File: config.mk
export PLATFORM = sky130hd
export DESIGN_NAME = pm_timer
export DESIGN_NICKNAME = d
export VERILOG_FILES = /design/src/rtl/pm_timer.sv
export SDC_FILE = /design/constraint.sdc
export NUM_CORES = 1
export LEC_CHECK = 0
export CAP_MARGIN = 25
export CORE_MARGIN = 1.5
export CORE_UTILIZATION = 49
export DETAILED_ROUTE_END_ITERATION = 8
export GPL_ROUTABILITY_DRIVEN = 0
export PLACE_DENSITY = 0.75
export SYNTH_ARGS = -nofsm -noshare
export SYNTH_HDL_FRONTEND = slang
export SYNTH_SLANG_ARGS = --single-unit
File: constraint.sdc
create_clock -name clk -period 1.9 [get_ports clk]
set_input_delay 0.19 -clock clk [delete_from_list [all_inputs] [get_ports clk]]
set_output_delay 0.19 -clock clk [all_outputs]
set_load 0.1 [all_outputs]
File: src/rtl/pm_timer.sv
module pm_timer (
  input  logic       clk,
  input  logic       rst_n,
  input  logic       tick,
  input  logic       wr_en,
  input  logic [1:0] addr,
  input  logic [7:0] wdata,
  output logic [7:0] rdata,
  output logic       match_pulse,
  output logic       irq_flag
);
  logic [7:0] cnt_q, per_q;
  logic [6:0] ctl_q;
  logic [3:0] pre_q, post_q;
  logic       match_q, flag_q;

  logic       run, wr_cnt, wr_per, wr_ctl, wr_flg, clr_div;
  logic [3:0] pre_lim, post_lim;
  logic       inc, wrap, set_flag;

  assign run      = ctl_q[2];
  assign post_lim = ctl_q[6:3];
  assign pre_lim  = (ctl_q[1:0] == 2'd0) ? 4'd0 :
                    (ctl_q[1:0] == 2'd1) ? 4'd3 : 4'd15;
  assign wr_cnt   = wr_en && addr == 2'd0;
  assign wr_per   = wr_en && addr == 2'd1;
  assign wr_ctl   = wr_en && addr == 2'd2;
  assign wr_flg   = wr_en && addr == 2'd3;
  assign clr_div  = wr_cnt || wr_ctl;

  assign inc      = !clr_div && tick && run && pre_q == pre_lim;
  assign wrap     = inc && cnt_q == per_q;
  assign set_flag = wrap && post_q == post_lim;

  always_ff @(posedge clk) begin
    if (!rst_n) begin
      cnt_q   <= 8'h00;
      per_q   <= 8'hFF;
      ctl_q   <= 7'h00;
      pre_q   <= 4'd0;
      post_q  <= 4'd0;
      match_q <= 1'b0;
      flag_q  <= 1'b0;
    end else begin
      match_q <= wrap;
      if (wr_per) per_q <= wdata;
      if (wr_ctl) ctl_q <= wdata[6:0];

      if (clr_div) pre_q <= 4'd0;
      else if (tick && run) pre_q <= (pre_q == pre_lim) ? 4'd0 : pre_q + 4'd1;

      if (wr_cnt) cnt_q <= wdata;
      else if (wrap) cnt_q <= 8'h00;
      else if (inc) cnt_q <= cnt_q + 8'd1;

      if (clr_div) post_q <= 4'd0;
      else if (wrap) post_q <= (post_q == post_lim) ? 4'd0 : post_q + 4'd1;

      if (set_flag) flag_q <= 1'b1;
      else if (wr_flg) flag_q <= wdata[0];
    end
  end

  always_comb begin
    case (addr)
      2'd0:    rdata = cnt_q;
      2'd1:    rdata = per_q;
      2'd2:    rdata = {1'b0, ctl_q};
      default: rdata = {7'd0, flag_q};
    endcase
  end

  assign match_pulse = match_q;
  assign irq_flag    = flag_q;
endmodule


==> flow_summary.json <==
{
  "net_count_reported_at_finish": 285,
  "timing.slew.headroom_pct": 74.0,
  "final.fill_count": 280,
  "grt.overflow.total": 0,
  "critPathMaxFanout": 8,
  "io_pins": 24,
  "clock_insertion_delay_worst_skew_ns": 0.29,
  "via_count": 1863,
  "outcome": "finished clean",
  "floorplan.die.width_microns": 65.1,
  "critical-path-max-stage-delay_ns": 0.57,
  "crit_path_end_kind": "register",
  "setup_tns_ns": 0,
  "gr-max-usage-layer": "met2",
  "routed_via_density": 5.88,
  "reg2reg_from": "pre_q[2]",
  "yosysSeqAreaShare_pct": 35.0,
  "grt_pass1_wl_microns": 8230,
  "r2r_setup_slack_ns": 0.03,
  "postLayoutCoreUtil_pct": 68.7,
  "yosysTopAreaCell": "sky130_fd_sc_hd__dfxtp_1",
  "dr.pass1.iters": 5,
  "cts_root_buf": "sky130_fd_sc_hd__clkbuf_8",
  "setup_viol": 0,
  "hpwl_microns": 3560,
  "hold_start": "ctl_q[3]",
  "wl_per_cell_microns": 16.0,
  "row_count": 22,
  "worst_setup_path_start_kind": "register",
  "finalWirelength_microns": 5060,
  "synthCells": 229,
  "cts_buffers": 5,
  "via_count_of_the_first_global_routing_pass": 1742,
  "die_area_sq_um": 4230,
  "synthesis.area_sq_um": 1890,
  "worstPathRequired_ns": 2.12,
  "synth_flop_cell": "sky130_fd_sc_hd__dfxtp_1",
  "clock.fmax_mhz": 534,
  "clock_pin_slew_worst_setup_and_hold_paths_ns": 0.07,
  "synthDominantCellAreaShare_pct": 35.0,
  "max_cap_viol_count": 0,
  "power_per_cell_area_nw_per_um2": 679,
  "synth_most_common_cell": "sky130_fd_sc_hd__nand2_1",
  "areaGrowthSynthToFinish_pct": 34.2,
  "finalHoldViolCount": 0,
  "power.ir.vdd_worst_mv": 0.360,
  "synth.lib_cells_used.distinct": 53,
  "coreArea_sq_um": 3690,
  "total_leakage_power_nw": 0.992,
  "syn_area_per_cell_sq_um": 8.24,
  "tightest_slew_ns": 0.388,
  "yosys_warnings": 0,
  "grt_antenna_before_repair": 0,
  "synth_fp_nets": 246,
  "route.detailed.drc": 0,
  "cts-htree-levels": 2,
  "pin_count_of_the_biggest_net_entering_global_routing": 22,
  "dieHeight_microns": 65.1,
  "cp_cell_sequence": "or4b_4 -> a21oi_4 -> o21ai_4 -> or3_1 -> a31oi_1",
  "gr-usage-all-layers_pct": 25.5,
  "drtAntennaViolNets": 0,
  "final.setup_skew_ns": 0.00273,
  "flip_flop_and_latch_count_after_synthesis": 33,
  "synth_async_sr_flop_share_pct": 0,
  "synth_commonest_cells": "42 x sky130_fd_sc_hd__nand2_1, 33 x sky130_fd_sc_hd__dfxtp_1, 27 x sky130_fd_sc_hd__nand3_1",
  "final_max_slew_viol_count": 0,
  "worst_hold_path_type": "register to register",
  "worst_endpoint_data_arrival_time_ns": 2.09,
  "cts_tree": "yes",
  "diodes": 0,
  "timing.critical_path.slowest_stage_cell": "sky130_fd_sc_hd__or4b_4",
  "groute.layer.met2.usage_pct": 43.0,
  "synth-edff-count": 0,
  "number_of_clock_sinks_seen_by_cts": 33,
  "worstSetupStartpoint": "pre_q[2]",
  "layout_worst_path_cycle_share_pct": 98.5,
  "initial_core_util_pct": 51.2,
  "drt-initial-drc-count": 147,
  "grt_util_met3_pct": 5.21,
  "max-clock-path-buffers": 2,
  "synth_area_leaders": "sky130_fd_sc_hd__dfxtp_1 35%, sky130_fd_sc_hd__nand2_1 8.3%, sky130_fd_sc_hd__nand3_1 7.2%, sky130_fd_sc_hd__xnor2_1 7.0%, sky130_fd_sc_hd__mux2i_1 4.2%",
  "port_buffers": 23,
  "timing_worst_setup_path_type": "register to register",
  "drive_gt1_share_pct": 23.4,
  "final_period_minus_worst_setup_slack_ns": 1.87,
  "hold-worst-slack_ns": 0.496,
  "grt_util_met1_pct": 32.4
}
state kept, by name, summed over array words and instances, names as in the netlist:
register and flops:
post_q 4, per_q 8, irq_flag 1, pre_q 4
ctl_q 7, cnt_q 8, match_pulse 1
report_power, final:
part | switching (mW) | internal (mW) | total (mW) | leakage, nW
sequential | 0.0277 | 0.714 | 0.742 | 0.268
combinational | 0.228 | 0.157 | 0.385 | 0.669
clock | 0.267 | 0.327 | 0.594 | 0.0542
critical path, delay by kind of cell, from the launching register on:
kind / cells / cell delay [ns]
simple gates: 2 / 0.94
flops: 1 / 0.36
compound gates: 3 / 0.50
path summary, 6_finish.rpt:
check | end | depth (start not counted)
max | cnt_q[0] | 5
min | ctl_q[3] | 2
max reg2reg | cnt_q[0] | 5
min reg2reg | ctl_q[3] | 2
through the flow:
stage	total power, mW	area, sq um	std cells	worst slack [ns]
after floorplan	0.983	1910	229	-0.127
after global routing	1.77	2530	317	-0.00692
after global placement	1.13	2360	306	0.0787
after detailed placement	1.13	2360	306	-0.0494
after CTS	1.71	2470	314	0.00352
final	1.72	2530	317	0.0279
area by class of cell:
cell class                      count  area, sq um  area share (%)
Multi-Input combinational cell    181         1220            48.2
Sequential cell                    33          661            26.1
Timing Repair Buffer               45          483            19.1
Clock buffer                        7         96.3            3.80
Tap cell                           48         60.1            2.37
Inverter                            2         7.51           0.296
Clock inverter                      1         5.00           0.198
cells by family after synthesis:
family / share of synthesized area, %
buffers and inverters: 4.31
adders and majority gates: 1.99
muxes: 5.43
and+or+nand+nor: 28.4
xor gates and xnor gates: 8.35
AOI/OAI and AO/OA: 16.6
DFF: 35.0
per-layer routing:
metal  vias up  part of all wire, %
met5         -                    0
met4         0                  1.2
met3         6                  6.4
met2        75                   49
met1       884                   43
li1        898                    -
repair_timing:
action                                  4_1_cts  5_1_grt
resized for setup                             1        7
buffers inserted                              0        3
pin swaps                                     0        3
endpoints found under the setup margin        1        8
cloned                                        0        0
hold buffers                                  0        0
layout by cell type (no fill, tap or decap), types with 2 or more instances in the layout:
cell type,n
sky130_fd_sc_hd__dfxtp_1,33
sky130_fd_sc_hd__clkdlybuf4s50_1,13
sky130_fd_sc_hd__o21ai_1,2
sky130_fd_sc_hd__nor2_1,8
sky130_fd_sc_hd__o221a_1,2
sky130_fd_sc_hd__o21ai_2,6
sky130_fd_sc_hd__xor2_1,3
sky130_fd_sc_hd__nand4_1,7
sky130_fd_sc_hd__o31ai_1,3
sky130_fd_sc_hd__o21ai_0,2
sky130_fd_sc_hd__a21oi_1,9
sky130_fd_sc_hd__a31oi_1,2
sky130_fd_sc_hd__buf_12,9
sky130_fd_sc_hd__nand3_1,27
sky130_fd_sc_hd__inv_1,2
sky130_fd_sc_hd__mux2i_1,8
sky130_fd_sc_hd__a41oi_1,2
sky130_fd_sc_hd__nand2_1,42
sky130_fd_sc_hd__a21boi_1,3
sky130_fd_sc_hd__nor2_2,2
sky130_fd_sc_hd__and3_1,2
sky130_fd_sc_hd__buf_4,23
sky130_fd_sc_hd__xnor2_1,15
sky130_fd_sc_hd__ha_1,3
sky130_fd_sc_hd__o21a_1,2
sky130_fd_sc_hd__nor2b_1,2
sky130_fd_sc_hd__o211ai_1,2
sky130_fd_sc_hd__o41ai_2,2
sky130_fd_sc_hd__clkbuf_8,7
No activity file was read; power rests on OpenSTA's default activity.
